--- src/rtl/shirq_pkg.sv ---
package shirq_pkg;
  typedef enum logic [1:0] {
    ST_ARMED   = 2'd0,
    ST_PULSING = 2'd1,
    ST_LOCKED  = 2'd2
  } shirq_state_e;

  localparam int unsigned ADDR_W = 10;
  localparam int unsigned LVL_W  = 3;
  localparam logic [ADDR_W-1:0] REARM_BASE = 10'h2F0;
  localparam logic [LVL_W-1:0]  LVL_MIN    = 3'd2;
endpackage

--- src/rtl/shirq_sync.sv ---
module shirq_sync #(
  parameter int unsigned STAGES  = 2,
  parameter logic        RST_VAL = 1'b0
) (
  input  logic clk,
  input  logic arst_n,
  input  logic d,
  output logic q
);
  logic [STAGES-1:0] chain_q;

  always_ff @(posedge clk or negedge arst_n) begin
    if (!arst_n) chain_q <= {STAGES{RST_VAL}};
    else         chain_q <= {chain_q[STAGES-2:0], d};
  end

  assign q = chain_q[STAGES-1];
endmodule

--- src/rtl/shirq_rearm_dec.sv ---
module shirq_rearm_dec
  import shirq_pkg::*;
(
  input  logic [ADDR_W-1:0] io_addr,
  input  logic              io_wr,
  input  logic [LVL_W-1:0]  level,
  output logic              rearm_hit
);
  logic [ADDR_W-1:0] target;
  logic              level_ok;

  always_comb begin
    target    = REARM_BASE + ADDR_W'(level);
    level_ok  = (level >= LVL_MIN);
    rearm_hit = io_wr && level_ok && (io_addr == target);
  end
endmodule

--- src/rtl/shirq_fsm.sv ---
module shirq_fsm
  import shirq_pkg::*;
#(
  parameter int unsigned PULSE_W = 4,
  parameter int unsigned BLANK   = 2
) (
  input  logic clk,
  input  logic rst_n,
  input  logic req,
  input  logic en,
  input  logic line_sync,
  input  logic rearm_hit,
  output logic line_oe
);
  localparam int unsigned CNT_W   = (PULSE_W > 1) ? $clog2(PULSE_W) : 1;
  localparam int unsigned BLANK_W = $clog2(BLANK + 1);
  localparam logic [CNT_W-1:0]   CNT_LAST  = CNT_W'(PULSE_W - 1);
  localparam logic [BLANK_W-1:0] BLANK_MAX = BLANK_W'(BLANK);

  shirq_state_e        state_q, state_d;
  logic [CNT_W-1:0]    cnt_q, cnt_d;
  logic [BLANK_W-1:0]  blank_q, blank_d;
  logic                pend_q, pend_d;
  logic                blank_en, ext_low, pulse_last;

  always_comb begin
    ext_low    = !line_sync && (blank_q == '0) && (state_q != ST_PULSING);
    pulse_last = (cnt_q == CNT_LAST);
    state_d    = state_q;
    cnt_d      = cnt_q;
    pend_d     = pend_q;
    unique case (state_q)
      ST_ARMED: begin
        if (ext_low) begin
          state_d = ST_LOCKED;
        end else if (req && en) begin
          state_d = ST_PULSING;
          cnt_d   = '0;
          pend_d  = 1'b0;
        end
      end
      ST_PULSING: begin
        if (pulse_last) begin
          state_d = (pend_q || rearm_hit) ? ST_ARMED : ST_LOCKED;
          cnt_d   = '0;
          pend_d  = 1'b0;
        end else begin
          cnt_d = cnt_q + 1'b1;
          if (rearm_hit) pend_d = 1'b1;
        end
      end
      ST_LOCKED: begin
        if (rearm_hit) state_d = ST_ARMED;
      end
      default: state_d = ST_ARMED;
    endcase
  end

  always_comb begin
    blank_en = (state_q == ST_PULSING) || (blank_q != '0);
    blank_d  = (state_q == ST_PULSING) ? BLANK_MAX : blank_q - 1'b1;
  end

  always_ff @(posedge clk or negedge rst_n) begin
    if (!rst_n) begin
      state_q <= ST_ARMED;
      cnt_q   <= '0;
      pend_q  <= 1'b0;
    end else begin
      state_q <= state_d;
      cnt_q   <= cnt_d;
      pend_q  <= pend_d;
    end
  end

  always_ff @(posedge clk or negedge rst_n) begin
    if (!rst_n)        blank_q <= '0;
    else if (blank_en) blank_q <= blank_d;
  end

  assign line_oe = (state_q == ST_PULSING);

  // a pulse ends only after the full width has been counted
  p_width_r2: assert property (@(posedge clk) disable iff (!rst_n)
    $fell(line_oe) |-> ($past(cnt_q) == CNT_LAST));

  // a locked block stays silent until a rearm
  p_lock_silent_r3: assert property (@(posedge clk) disable iff (!rst_n)
    (state_q == ST_LOCKED && !rearm_hit) |=> !line_oe);

  // an outside pulse seen while armed locks the block
  p_ext_lock_r4: assert property (@(posedge clk) disable iff (!rst_n)
    (state_q == ST_ARMED && !line_sync && blank_q == '0) |=> (state_q == ST_LOCKED));

  // a rearm releases the lockout on the same edge
  p_rearm_unlock_r6: assert property (@(posedge clk) disable iff (!rst_n)
    (state_q == ST_LOCKED && rearm_hit) |=> (state_q == ST_ARMED));

  // a pulse only begins on an enabled request
  p_start_gate_r9: assert property (@(posedge clk) disable iff (!rst_n)
    $rose(line_oe) |-> $past(req && en));
endmodule

--- src/rtl/shirq_port.sv ---
module shirq_port
  import shirq_pkg::*;
#(
  parameter int unsigned PULSE_W     = 4,
  parameter int unsigned SYNC_STAGES = 2
) (
  input  logic              clk,
  input  logic              rst_n,
  input  logic [LVL_W-1:0]  irq_level,
  input  logic [ADDR_W-1:0] io_addr,
  input  logic              io_wr,
  input  logic              dev_req,
  input  logic              irq_en,
  input  logic              line_i,
  output logic              line_oe,
  output logic              line_o,
  output logic              stat_req
);
  logic rst_sync_n, line_sync, rearm_hit, stat_q;

  shirq_sync #(.STAGES(2), .RST_VAL(1'b0)) u_rst_sync (
    .clk(clk), .arst_n(rst_n), .d(1'b1), .q(rst_sync_n)
  );

  shirq_sync #(.STAGES(SYNC_STAGES), .RST_VAL(1'b1)) u_line_sync (
    .clk(clk), .arst_n(rst_sync_n), .d(line_i), .q(line_sync)
  );

  shirq_rearm_dec u_dec (
    .io_addr(io_addr), .io_wr(io_wr), .level(irq_level), .rearm_hit(rearm_hit)
  );

  shirq_fsm #(.PULSE_W(PULSE_W), .BLANK(SYNC_STAGES)) u_fsm (
    .clk(clk), .rst_n(rst_sync_n), .req(dev_req), .en(irq_en),
    .line_sync(line_sync), .rearm_hit(rearm_hit), .line_oe(line_oe)
  );

  always_ff @(posedge clk or negedge rst_sync_n) begin
    if (!rst_sync_n) stat_q <= 1'b0;
    else             stat_q <= dev_req;
  end

  assign stat_req = stat_q;
  assign line_o   = 1'b0;

  // status bit is the request one clock late
  p_status_r10: assert property (@(posedge clk) disable iff (!rst_sync_n)
    stat_req == $past(dev_req));
endmodule

--- config.mk ---
export PLATFORM = sky130hd
export DESIGN_NAME = shirq_port
export DESIGN_NICKNAME = d
export VERILOG_FILES = /design/src/rtl/shirq_pkg.sv /design/src/rtl/shirq_sync.sv /design/src/rtl/shirq_rearm_dec.sv /design/src/rtl/shirq_fsm.sv /design/src/rtl/shirq_port.sv
export SDC_FILE = /design/constraint.sdc
export NUM_CORES = 1
export LEC_CHECK = 0
export CAP_MARGIN = 15
export CORE_MARGIN = 2
export CORE_UTILIZATION = 30
export CTS_CLUSTER_DIAMETER = 100
export CTS_CLUSTER_SIZE = 14
export DETAILED_ROUTE_END_ITERATION = 8
export MAX_ROUTING_LAYER = met4
export PLACE_DENSITY = 0.65
export SYNTH_ARGS = -nofsm -noshare
export SYNTH_HDL_FRONTEND = slang
export SYNTH_HIERARCHICAL = 1
export SYNTH_SLANG_ARGS = --single-unit
--- constraint.sdc ---
create_clock -name clk -period 0.9 [get_ports clk]
set_input_delay 0.18 -clock clk [delete_from_list [all_inputs] [get_ports clk]]
set_output_delay 0.18 -clock clk [all_outputs]
set_load 0.005 [all_outputs]
==> run_results.csv <==
group,metric,value,unit
floorplanning,rows,16,
place,portBuffers,20,
critical_path,crit_type,"reg2reg",
timing,holdWs,0.0767,ns
clocking,cts_made_buffers,3,
yosys,synthTopCellsByArea,"dfrtp_1, dfstp_2, ha_1, inv_1, o21bai_4",
yosys,synthTopCellsByCount,"dfrtp_1, inv_1, nor2_1",
yosys,synthFlopType,"dfrtp_1",
floorplanning,initial_core_util,31.3,%
power,power-per-cell-area,2480,nW/um^2
cells_and_area,area_growth,52.9,%
route,drt-initial-drc-count,1,
clocking,cts_tree,"built",
yosys,netlist_area,601,sq um
floorplanning,die_area,2380,sq um
global_route,grt_overflow,0,
timing,fmax,886,MHz
global_route,grtUsageTotal,12.4,%
critical_path,ff2ff_path_depth,5,
timing,slew_viol_final,0,
clocking,cts.sinks,12,
yosys,ys_async_sr_fraction,100,%
timing,finClkSkew,0.00910,ns
timing,finalHoldViolCount,0,
clocking,clk_pin_slew_worst_paths,0.07,ns
place,place_hpwl,965,um
timing,post-route-period-util,125,%
power,p_leak,0.423,nW
place,place_congestion,0.778,
min_path,hp-class,"in2async",
critical_path,rrSetupSlack,-0.23,ns
critical_path,crit_arrival,1.27,ns
cells_and_area,nFillCells,193,
cells_and_area,regArea,303,sq um
clocking,cts_buffer_depth,2,
yosys,syn-instance-count,53,
power,total_power,2.27,mW
cells_and_area,final_cells,111,
floorplanning,die_h,48.7,um
critical_path,critPathRequiredTime,1.04,ns
critical_path,critical-path-top-delay-family,"flip-flops",
critical_path,slowest_delay,0.37,ns
timing,rsz0062_at_grt,"true",
floorplanning,ioPinCount,22,
timing,min_period,1.13,ns
route,drt-total-wl,1.24,mm
timing,fin_setup_tns,-1.60,ns
yosys,synth_fp_nets,74,
run_status,status,"finished with violations",
global_route,grt_max_degree,11,
route,avgRoutedWirePerCell,11.2,um
critical_path,reg2reg_from,"u_fsm/blank_q[0]",
yosys,synth-edff-count,0,
cells_and_area,drive_gt1_share,39.3,%
cells_and_area,antenna_cells,0,
cells_and_area,finalNetCount,107,
critical_path,r2r-end,"u_fsm/cnt_q[0]",
global_route,grt_pass1_wl,2.17,mm
route,vias_per_cell,4.42,
cells_and_area,fin_util,47.8,%
clocking,cts-root-buf,"clkbuf_4",
critical_path,path_cells,"inv_2 -> ha_4 -> and2b_4 -> o21bai_4 -> o21ai_2",
route,vias,491,
power,ir_drop,1.44,mV
critical_path,cpMaxStageDelayCell,"dfrtp_1",
place,dp_cells,106,
yosys,ys_types,28,
floorplanning,die_w,48.7,um
clocking,ctsHtreeMaxLevel,1,
timing,setup_slack,-0.229,ns
run_status,violations,"setup timing",
yosys,synth_top_area_cell,"dfrtp_1",
yosys,synth_top_area_share,41.7,%
route,drcViolationCount,0,
global_route,grt_pass1_vias,491,
cells_and_area,multi_input_area,307,sq um
yosys,yosys_warnings,6,
clocking,clk_latency,0.27,ns
critical_path,crit_path_max_fanout,3,
route,firstDrtPassIters,2,
flow_run,cap_violations,0,
yosys,synth_most_common_cell,"dfrtp_1",
yosys,avgSynthCellArea,11.3,sq um
critical_path,crit_path_end_kind,"flop",
yosys,ys_seq_elements,12,
timing,setup_viol,9,
critical_path,critPathLaunchType,"flop",
critical_path,path_buf_inv,1,
global_route,antenna_found_initial,0,
floorplanning,fp.coreArea,1920,sq um
route,antenna_left,0,
yosys,yosysSeqAreaShare,50.4,%
[final cells by class]
type / count / area share [%]
repair buffers: 29 / 25.5
clock buffers: 3 / 2.45
inverters: 5 / 2.04
well taps: 27 / 3.68
multi-input cells: 35 / 33.4
flip-flops and latches: 12 / 33.0
[stage by stage]
stage | area [sq um] | setup slack (ns)
2_1_floorplan | 616 | -0.210
3_3_place_gp | 895 | -0.689
5_1_grt | 918 | -0.286
6_report | 918 | -0.229
4_1_cts | 893 | -0.216
3_5_place_dp | 895 | -0.745
[registers in the layout (all words and copies together) (netlist names)]
name                 cells
u_rst_sync/chain_q       2
u_line_sync/chain_q      2
u_fsm/cnt_q              2
u_fsm/state_q            2
u_fsm/pend_q             1
stat_req                 1
u_fsm/blank_q            2
[repair_timing]
item,in CTS,in global routing
gates resized for setup,36,4
hold buffers,0,0
setup endpoints to repair,9,9
pin swaps,9,2
setup buffers,1,1
[worst max-delay path by stage]
stage	startpoint	to	slack [ns]	cells after the start
floorplan	io_addr[1]	u_fsm/state_q[1]	-0.21	6
global placement	irq_level[2]	u_fsm/state_q[1]	-0.69	7
detailed placement	irq_level[2]	u_fsm/state_q[1]	-0.74	7
CTS	u_fsm/state_q[1]	line_oe	-0.22	2
global route	u_fsm/blank_q[0]	u_fsm/cnt_q[0]	-0.29	5
finish	u_fsm/blank_q[0]	u_fsm/cnt_q[0]	-0.23	5
[logic make-up after synthesis]
| logic type | count (synthesis) | synth area share (%) |
|---|---|---|
| AOI/OAI and AO/OA | 11 | 13.7 |
| xor gates and xnor gates | 3 | 4.38 |
| adders and majority gates | 2 | 4.17 |
| buffers and inverters | 6 | 4.38 |
| DFF | 12 | 50.4 |
| muxes | 1 | 1.67 |
| other | 2 | 1.25 |
| and+or+nand+nor | 16 | 20.0 |
[report_power, final]
part	switching, mW	internal [mW]
clock network	0.153	0.154
registers	0.0904	0.688
logic	0.518	0.670
[placed cells by master (no fill, tap or decap), types with 2 or more instances in the layout]
master,instances
a22oi_1,2
xor2_1,2
a31oi_1,2
clkbuf_4,3
inv_2,2
inv_1,3
o21ai_2,2
nand4b_1,2
conb_1,2
nor2_1,4
buf_2,5
clkdlybuf4s50_1,4
dlygate4sd2_1,8
dfrtp_1,10
dfstp_2,2
buf_4,9
a21oi_2,2
clkdlybuf4s15_1,2
[metal layers]
| metal | up-vias | share of wire (%) | GRT usage, % |
|---|---|---|---|
| met4 | 0 | 0.48 | 2.86 |
| met2 | 8 | 55 | 20.3 |
| li1 | 240 | - | - |
| met3 | 2 | 4.7 | 5.56 |
| met5 | - | 0 | - |
| met1 | 241 | 40 | 14.0 |
(Power assumes the default switching activity.)
